--- config.mk ---
export PLATFORM = sky130hd
export DESIGN_NAME = serial_latch_port
export DESIGN_NICKNAME = d
export VERILOG_FILES = /design/src/rtl/slp_pkg.sv /design/src/rtl/slp_sync.sv /design/src/rtl/slp_shift.sv /design/src/rtl/slp_latch_bank.sv /design/src/rtl/serial_latch_port.sv
export SDC_FILE = /design/constraint.sdc
export NUM_CORES = 1
export LEC_CHECK = 0
export BUFFER_PORTS_ARGS = -buffer_cell sky130_fd_sc_hd__buf_2
export CORE_ASPECT_RATIO = 2
export CORE_MARGIN = 3
export CORE_UTILIZATION = 52
export DETAILED_ROUTE_END_ITERATION = 8
export MAX_ROUTING_LAYER = met4
export PLACE_DENSITY = 0.8
export RECOVER_POWER = 25
export SETUP_SLACK_MARGIN = 0.1
export SKIP_CTS_REPAIR_TIMING = 1
export SYNTH_ARGS = -nofsm -noshare
export SYNTH_HDL_FRONTEND = slang
export SYNTH_SLANG_ARGS = --single-unit
--- constraint.sdc ---
create_clock -name clk -period 1.9 [get_ports clk]
set_input_delay 0 -clock clk [delete_from_list [all_inputs] [get_ports clk]]
set_output_delay 0 -clock clk [all_outputs]
set_load 0.01 [all_outputs]
--- src/rtl/slp_pkg.sv ---
package slp_pkg;

   // destination code carried in the two trailing bits of each word
   localparam int unsigned SLP_SEL_W = 2;

   typedef enum logic [SLP_SEL_W-1:0] {
      SEL_REF  = 2'b00,
      SEL_NCNT = 2'b01,
      SEL_FUNC = 2'b10,
      SEL_INIT = 2'b11
   } slp_sel_e;

   // function-latch field positions, counted inside the payload (word bit - 2)
   localparam int unsigned FN_TRI_POS  = 2;
   localparam int unsigned FN_MUX_LSB  = 3;
   localparam int unsigned FN_CUR1_LSB = 11;
   localparam int unsigned FN_CUR2_LSB = 14;
   localparam int unsigned FN_FIELD_W  = 3;

endpackage

--- src/rtl/slp_sync.sv ---
module slp_sync #(
   parameter int unsigned STAGES = 2,
   parameter int unsigned WIDTH  = 3
) (
   input  logic             clk,
   input  logic             rst_n,
   input  logic [WIDTH-1:0] async_in,
   output logic [WIDTH-1:0] sync_out
);

   generate
      if (STAGES < 2) begin : g_bad_stages
         $error("slp_sync: STAGES must be at least 2");
      end
      if (WIDTH < 1) begin : g_bad_width
         $error("slp_sync: WIDTH must be at least 1");
      end
   endgenerate

   generate
      for (genvar b = 0; b < WIDTH; b++) begin : g_bit
         logic [STAGES-1:0] chain;
         always_ff @(posedge clk or negedge rst_n) begin
            if (!rst_n) chain <= '0;
            else        chain <= {chain[STAGES-2:0], async_in[b]};
         end
         assign sync_out[b] = chain[STAGES-1];
      end
   endgenerate

endmodule

--- src/rtl/slp_shift.sv ---
module slp_shift #(
   parameter int unsigned WORD_W = 24
) (
   input  logic              clk,
   input  logic              rst_n,
   input  logic              shift_en,
   input  logic              bit_in,
   input  logic              clear_cnt,
   output logic [WORD_W-1:0] word_out
);

   localparam int unsigned CNT_W = $clog2(WORD_W + 1);
   localparam logic [CNT_W-1:0] CNT_MAX = CNT_W'(WORD_W);

   logic [WORD_W-1:0] sh_q;
   logic [CNT_W-1:0]  bits_seen;

   generate
      if (WORD_W < 4) begin : g_bad_word
         $error("slp_shift: WORD_W too small");
      end
   endgenerate

   always_ff @(posedge clk or negedge rst_n) begin
      if (!rst_n)        sh_q <= '0;
      else if (shift_en) sh_q <= {sh_q[WORD_W-2:0], bit_in};
   end

   // bits shifted since the previous load, saturating at a full word
   always_ff @(posedge clk or negedge rst_n) begin
      if (!rst_n)                              bits_seen <= '0;
      else if (clear_cnt)                      bits_seen <= '0;
      else if (shift_en && bits_seen < CNT_MAX) bits_seen <= bits_seen + 1'b1;
   end

   assign word_out = sh_q;

   AST_SHIFT_ONLY_ON_EDGE: assert property (@(posedge clk) disable iff (!rst_n)
      !$stable(sh_q) |-> $past(shift_en));
   AST_SHIFT_TAKES_BIT: assert property (@(posedge clk) disable iff (!rst_n)
      shift_en |=> sh_q[0] == $past(bit_in));
   AST_BITCNT_BOUND: assert property (@(posedge clk) disable iff (!rst_n)
      bits_seen <= CNT_MAX);
   AST_BITCNT_CLEAR: assert property (@(posedge clk) disable iff (!rst_n)
      clear_cnt |=> bits_seen == '0);

endmodule

--- src/rtl/slp_latch_bank.sv ---
module slp_latch_bank
   import slp_pkg::*;
#(
   parameter int unsigned WORD_W = 24
) (
   input  logic                        clk,
   input  logic                        rst_n,
   input  logic                        load_en,
   input  logic [WORD_W-1:0]           word_in,
   output logic [WORD_W-SLP_SEL_W-1:0] ref_q,
   output logic [WORD_W-SLP_SEL_W-1:0] ncnt_q,
   output logic [WORD_W-SLP_SEL_W-1:0] func_q,
   output logic                        ref_stb,
   output logic                        ncnt_stb,
   output logic                        func_stb,
   output logic                        init_stb
);

   localparam int unsigned PAY_W = WORD_W - SLP_SEL_W;

   slp_sel_e         sel;
   logic [PAY_W-1:0] payload;
   logic             wr_ref, wr_ncnt, wr_func, wr_init;

   assign sel     = slp_sel_e'(word_in[SLP_SEL_W-1:0]);
   assign payload = word_in[WORD_W-1:SLP_SEL_W];

   always_comb begin
      wr_ref  = 1'b0;
      wr_ncnt = 1'b0;
      wr_func = 1'b0;
      wr_init = 1'b0;
      if (load_en) begin
         unique case (sel)
            SEL_REF:  wr_ref  = 1'b1;
            SEL_NCNT: wr_ncnt = 1'b1;
            SEL_FUNC: wr_func = 1'b1;
            SEL_INIT: begin
               wr_func = 1'b1;
               wr_init = 1'b1;
            end
         endcase
      end
   end

   always_ff @(posedge clk or negedge rst_n) begin
      if (!rst_n) begin
         ref_q  <= '0;
         ncnt_q <= '0;
         func_q <= '0;
      end else begin
         if (wr_ref)  ref_q  <= payload;
         if (wr_ncnt) ncnt_q <= payload;
         if (wr_func) func_q <= payload;
      end
   end

   always_ff @(posedge clk or negedge rst_n) begin
      if (!rst_n) begin
         ref_stb  <= 1'b0;
         ncnt_stb <= 1'b0;
         func_stb <= 1'b0;
         init_stb <= 1'b0;
      end else begin
         ref_stb  <= wr_ref;
         ncnt_stb <= wr_ncnt;
         func_stb <= wr_func;
         init_stb <= wr_init;
      end
   end

   AST_ONE_STROBE: assert property (@(posedge clk) disable iff (!rst_n)
      $onehot0({ref_stb, ncnt_stb, func_stb}));
   AST_STROBE_SINGLE: assert property (@(posedge clk) disable iff (!rst_n)
      (ref_stb || ncnt_stb || func_stb) |=> !(ref_stb || ncnt_stb || func_stb));
   AST_INIT_WITH_FUNC: assert property (@(posedge clk) disable iff (!rst_n)
      init_stb |-> func_stb);
   AST_REF_HOLD: assert property (@(posedge clk) disable iff (!rst_n)
      !$stable(ref_q) |-> ref_stb);
   AST_NCNT_HOLD: assert property (@(posedge clk) disable iff (!rst_n)
      !$stable(ncnt_q) |-> ncnt_stb);
   AST_FUNC_HOLD: assert property (@(posedge clk) disable iff (!rst_n)
      !$stable(func_q) |-> func_stb);

endmodule

--- src/rtl/serial_latch_port.sv ---
module serial_latch_port
   import slp_pkg::*;
#(
   parameter int unsigned WORD_W      = 24,
   parameter int unsigned REF_W       = 14,
   parameter int unsigned SYNC_STAGES = 2,
   localparam int unsigned PAY_W      = WORD_W - SLP_SEL_W
) (
   input  logic                  clk,
   input  logic                  rst_n,
   input  logic                  ser_clk,
   input  logic                  ser_data,
   input  logic                  ser_le,
   output logic [PAY_W-1:0]      ref_word,
   output logic [PAY_W-1:0]      ncnt_word,
   output logic [PAY_W-1:0]      func_word,
   output logic [REF_W-1:0]      ref_div,
   output logic [FN_FIELD_W-1:0] fn_mux_sel,
   output logic [FN_FIELD_W-1:0] fn_cur1,
   output logic [FN_FIELD_W-1:0] fn_cur2,
   output logic                  fn_cp_tristate,
   output logic                  ref_load,
   output logic                  ncnt_load,
   output logic                  func_load,
   output logic                  cnt_reset
);

   localparam int unsigned IDX_DATA = 0;
   localparam int unsigned IDX_CLK  = 1;
   localparam int unsigned IDX_LE   = 2;

   generate
      if (PAY_W < REF_W) begin : g_bad_ref
         $error("serial_latch_port: reference field wider than payload");
      end
      if (PAY_W < FN_CUR2_LSB + FN_FIELD_W) begin : g_bad_fn
         $error("serial_latch_port: function fields exceed payload");
      end
   endgenerate

   logic [2:0]        pins_sync;
   logic              ck_prev, le_prev;
   logic              ck_rise, le_rise;
   logic [WORD_W-1:0] shifted;

   slp_sync #(.STAGES(SYNC_STAGES), .WIDTH(3)) u_sync (
      .clk      (clk),
      .rst_n    (rst_n),
      .async_in ({ser_le, ser_clk, ser_data}),
      .sync_out (pins_sync)
   );

   always_ff @(posedge clk or negedge rst_n) begin
      if (!rst_n) begin
         ck_prev <= 1'b0;
         le_prev <= 1'b0;
      end else begin
         ck_prev <= pins_sync[IDX_CLK];
         le_prev <= pins_sync[IDX_LE];
      end
   end

   assign ck_rise = pins_sync[IDX_CLK] & ~ck_prev;
   assign le_rise = pins_sync[IDX_LE]  & ~le_prev;

   slp_shift #(.WORD_W(WORD_W)) u_shift (
      .clk       (clk),
      .rst_n     (rst_n),
      .shift_en  (ck_rise),
      .bit_in    (pins_sync[IDX_DATA]),
      .clear_cnt (le_rise),
      .word_out  (shifted)
   );

   slp_latch_bank #(.WORD_W(WORD_W)) u_bank (
      .clk      (clk),
      .rst_n    (rst_n),
      .load_en  (le_rise),
      .word_in  (shifted),
      .ref_q    (ref_word),
      .ncnt_q   (ncnt_word),
      .func_q   (func_word),
      .ref_stb  (ref_load),
      .ncnt_stb (ncnt_load),
      .func_stb (func_load),
      .init_stb (cnt_reset)
   );

   assign ref_div        = ref_word[REF_W-1:0];
   assign fn_cp_tristate = func_word[FN_TRI_POS];
   assign fn_mux_sel     = func_word[FN_MUX_LSB  +: FN_FIELD_W];
   assign fn_cur1        = func_word[FN_CUR1_LSB +: FN_FIELD_W];
   assign fn_cur2        = func_word[FN_CUR2_LSB +: FN_FIELD_W];

   AST_LOAD_NEEDS_EDGE: assert property (@(posedge clk) disable iff (!rst_n)
      (ref_load || ncnt_load || func_load) |-> $past(le_rise));

endmodule

Word level (Yosys, flattened, before mapping)
Index checks and enable logic that the tools add are counted.

word-level totals
  register bits after elaboration = 102
  logic and storage cells = 30
  input bits = 5
  output and inout bits = 94

operators by class
  bitwise operators = 4
  equal/unequal tests = 3
  muxes and demuxes = 8
  reductions and logical operators = 2

operators by type and width
  operator                                                                number
  1-bit 2-to-1 mux                                                        8
  2-bit equality test (second input constant)                             2
  1-bit AND                                                               2
  2-bit by 1-bit equality test with 1-bit output (second input constant)  1
  2-bit zero test                                                         1
  1-bit NOT                                                               2
  2-bit OR reduction                                                      1

Longest topological paths before layout
  depth in word-level cells = 4
  mapped depth = 4
  gate-level depth less buffers = 2

By module
Synthesis repeated with hierarchy kept, for this count alone.

second synthesis, totals
  cell total of the unflattened synthesis = 236
  area total of the unflattened synthesis = 4013.8 um2

modules (own cells, without submodules)
  module             cells each  seq. area each (um2)  area each (um2)  times used
  slp_latch_bank     148         1751.7                2586.2           1
  slp_shift          51          600.6                 997.2            1
  serial_latch_port  28          50.0                  257.7            1
  slp_sync           9           150.1                 172.7            1

Least setup slack after synthesis
Ideal clock, no wire load.

  path type = reg2reg
  start point = reg u_shift.sh_q[1], in the netlist u_shift.word_out[1]
  end point = reg u_bank.ref_q[10]
  arrival time = 1.349 ns
  setup slack = 0.426 ns
  setup time = 0.125 ns
  path buffers = 1
  cell stages (with the launch flop) = 4
  period minus slack after synthesis = 1.474 ns
  required time = 1.775 ns
  cell sequence = dfrtp_1 > nor4b_4 > buf_6 > mux2_2

between the ends
  word-level cells in the longest chain between the ends = 3

RTL lines
  what                    line                  text
  from (decl)             slp_shift.sv:15       logic [WORD_W-1:0] sh_q;
  from (signal assigned)  slp_shift.sv:26       else if (shift_en) sh_q <= {sh_q[WORD_W-2:0], bit_in};
  2-bit zero test         slp_latch_bank.sv:34  unique case (sel)
  1-bit 2-to-1 mux        slp_latch_bank.sv:34
  1-bit 2-to-1 mux        slp_latch_bank.sv:33  if (load_en) begin
  to (signal assigned)    slp_latch_bank.sv:52  if (wr_ref) ref_q <= payload;
  to (decl)               slp_latch_bank.sv:10  output logic [WORD_W-SLP_SEL_W-1:0] ref_q,

No other way between the ends.
A chain may end at the register's enable or synchronous reset.

Worst setup path after layout
  start point = reg u_shift.sh_q[1], in the netlist u_shift.word_out[1]
  end point = reg u_bank.ncnt_q[5]

between the ends
  word-level cells in the longest chain between the ends = 3

RTL lines
  what                                            line                  text
  2-bit by 1-bit equality test with 1-bit output  slp_latch_bank.sv:34
  1-bit 2-to-1 mux                                slp_latch_bank.sv:34
  1-bit 2-to-1 mux                                slp_latch_bank.sv:33
  to (signal assigned)                            slp_latch_bank.sv:53  if (wr_ncnt) ncnt_q <= payload;
  to (decl)                                       slp_latch_bank.sv:11  output logic [WORD_W-SLP_SEL_W-1:0] ncnt_q,

No other way between the ends.

==> impl_results.md <==
- Worst hold path class: in2reg
- Final min period: 1.59 ns
- # placed instances: 397
- Port Buffers: 98
- Final GP Congestion: 0.696
- H-tree levels: 3
- First-pass GRT wire length: 11,100 um
- Die footprint: 8600 um2
- Slew Limit Headroom: 40.7%
- Endpoint required time on the critical path: 2.12 ns
- Leakage: 2.50 nW
- Post-Syn Area: 3880 um2
- Post-synthesis sequential area ratio: 65.8%
- Outcome: finished, final reports clean
- Pwr/cell area: 1380 nW/um2
- Area contributors post-synth: dfrtp_1 66%, mux2_2 26%, buf_4 4.6%
- Initial Util: 53.4%
- DR vias: 2,122
- Synth top cells by count: 102 x dfrtp_1, 90 x mux2_2, 24 x buf_4
- Top-count cell post-synth: dfrtp_1
- 1st-iter DRT viols: 159
- Clock slew at reported path FFs: 0.06 ns
- Ant. Diodes: 0
- Post-synth top area cell: dfrtp_1
- Root buf cell: clkbuf_16
- Count of cell types in the netlist: 12
- Congestion Overflow GR: 0
- Non-Filler Instances: 417
- Synth Warn #: 0
- Most used DFF post-synth: dfrtp_1
- Die width: 67.1 um
- CP endpoint kind: register
- CP startpoint kind: register
- Placed Instance Area: 4350 um2
- Pre-Repair DR Iteration Count: 4
- Critical path class: reg2reg
- Top sig layer: met4
- CTS Buf Count: 9
- Synth top area share: 65.8%
- WL met3: 372 um
- Hold Slack: 0.305 ns
- Core ar.: 7270 um2
- Tot GR Track Use: 18.3%
- Max-cap violation count: 0
- Chip height: 128 um
- Number of global-route vias before repair: 2,183
- WL met1: 2560 um
- Area Growth Syn to Fin: 20.5%
- CP max FO: 15
- Avg Inst Size Synth: 16.7 um2
- Post-synth EDFFs: 0
- Largest net degree at the start of global routing: 46
- Worst-Margin Slew: 0.890 ns
- Highest clock rate: 0.630 GHz
- Fillcell total: 550
- Remaining DRCs: 0
- # rows: 44
- Clock Sinks: 102
- ANT nets after route: 0
- Vias per cell: 5.09
- Worst Skew: 0.00728 ns
- Clock buffer depth: 2
- Routed wire length: 6830 um
- Clk_lat worst skew: 0.34 ns
- Final Cell Area: 4680 um2
- WL met2: 3750 um
- CTS tree: yes
- Synthesized instance count: 232
- Mapped Nets: 237
- Slew Limit Fails: 0
- Overall Power: 6.43 mW
- Unrepaired setup endpoints after global routing: false
- Fin crit share: 83.5%
- Initial antenna violation count: 0
- NumNets Final: 325
- Synthesis-stage register bit count: 102
- Layout cells sized above 1: 64.3%
- Max VDD drop: 626 uV
- Post-DR wirelength/cell: 16.4 um
- HPWL Detailed: 4860 um
- Post-synth ARST share: 100%
- CP arrival: 1.81 ns
- Final setup violating endpoints: 0
- R2r setup slk: 0.31 ns
- Num ports: 99
- Setup TNS: 0 ns
- Endpoints failing hold: 0
[placed cells by master (no fill, tap or decap)]
| cell type | instances |
|---|---|
| clkinv_4 | 1 |
| dfrtp_1 | 102 |
| buf_12 | 2 |
| mux2_2 | 90 |
| nand3b_1 | 1 |
| nor4bb_4 | 1 |
| buf_2 | 91 |
| clkinvlp_4 | 2 |
| and4b_1 | 1 |
| clkbuf_16 | 9 |
| clkbuf_8 | 1 |
| clkinv_2 | 1 |
| inv_1 | 1 |
| nor2b_2 | 1 |
| buf_4 | 7 |
| bufinv_16 | 1 |
| clkbuf_2 | 1 |
| dlygate4sd3_1 | 4 |
| nor4b_4 | 1 |
| clkbuf_1 | 7 |
[final timing paths]
check                                                 to  depth (start not counted)                     start
worst max-delay path                    u_bank.ncnt_q[5]                          3       u_shift.word_out[1]
worst min register to register  u_sync.g_bit[0].chain[1]                          0  u_sync.g_bit[0].chain[0]
min in group asynchronous              u_bank.func_q[10]                          2                     rst_n
worst min-delay path            u_sync.g_bit[2].chain[0]                          2                    ser_le
max in group asynchronous              u_bank.func_q[20]                          3                     rst_n
worst max register to register          u_bank.ncnt_q[5]                          3       u_shift.word_out[1]
[cells by family after synthesis]
logic type / after synthesis / share of synthesized area (%)
DFF: 102 / 65.8
buffers and inverters: 35 / 6.64
and+or+nand+nor: 5 / 1.48
muxes: 90 / 26.1
[sequential cells by signal (all words and copies together) (netlist names)]
register	count
u_bank.func_q	22
u_bank.ncnt_q	22
u_bank.ncnt_stb	1
u_bank.ref_stb	1
u_bank.init_stb	1
u_bank.ref_q	22
u_sync.g_bit.chain	6
u_bank.func_stb	1
le_prev	1
ck_prev	1
u_shift.word_out	24
[final cells by class]
type,count,area (um2),share of cell area [%]
multi-input combinational,95,1090,23.3
clock inverter,5,58.8,1.26
tap,92,115,2.46
inverter,1,3.75,0.0803
sequential,102,2550,54.6
clock buffer,11,243,5.19
timing repair buffer,111,616,13.2
[where the power goes]
part | leakage, nW | switching [mW] | internal [mW]
clock network | 0.142 | 0.753 | 1.06
logic | 1.02 | 0.697 | 0.817
registers | 1.34 | 0.412 | 2.70
[through the flow]
| stage | util [%] | setup slack, ns |
|---|---|---|
| 6_report | 64.4 | 0.314 |
| 5_1_grt | 64.4 | 0.235 |
| 4_1_cts | 63.9 | 0.304 |
| 3_5_place_dp | 59.8 | 0.309 |
| 3_3_place_gp | 59.8 | 0.352 |
| 2_1_floorplan | - | 0.426 |
[critical path, cell delays in order, from the launching register on]
cell and delay (ns):
dfrtp_1 0.47, nor4bb_4 0.32, buf_4 0.31, mux2_2 0.37
[layer usage]
| layer | global-route usage [%] | vias up |
|---|---|---|
| met5 | - | - |
| met4 | 7.89 | 0 |
| met3 | 4.47 | 9 |
| met2 | 30.9 | 74 |
| met1 | 19.8 | 1080 |
| li1 | - | 959 |
(Power assumes the default switching activity.)
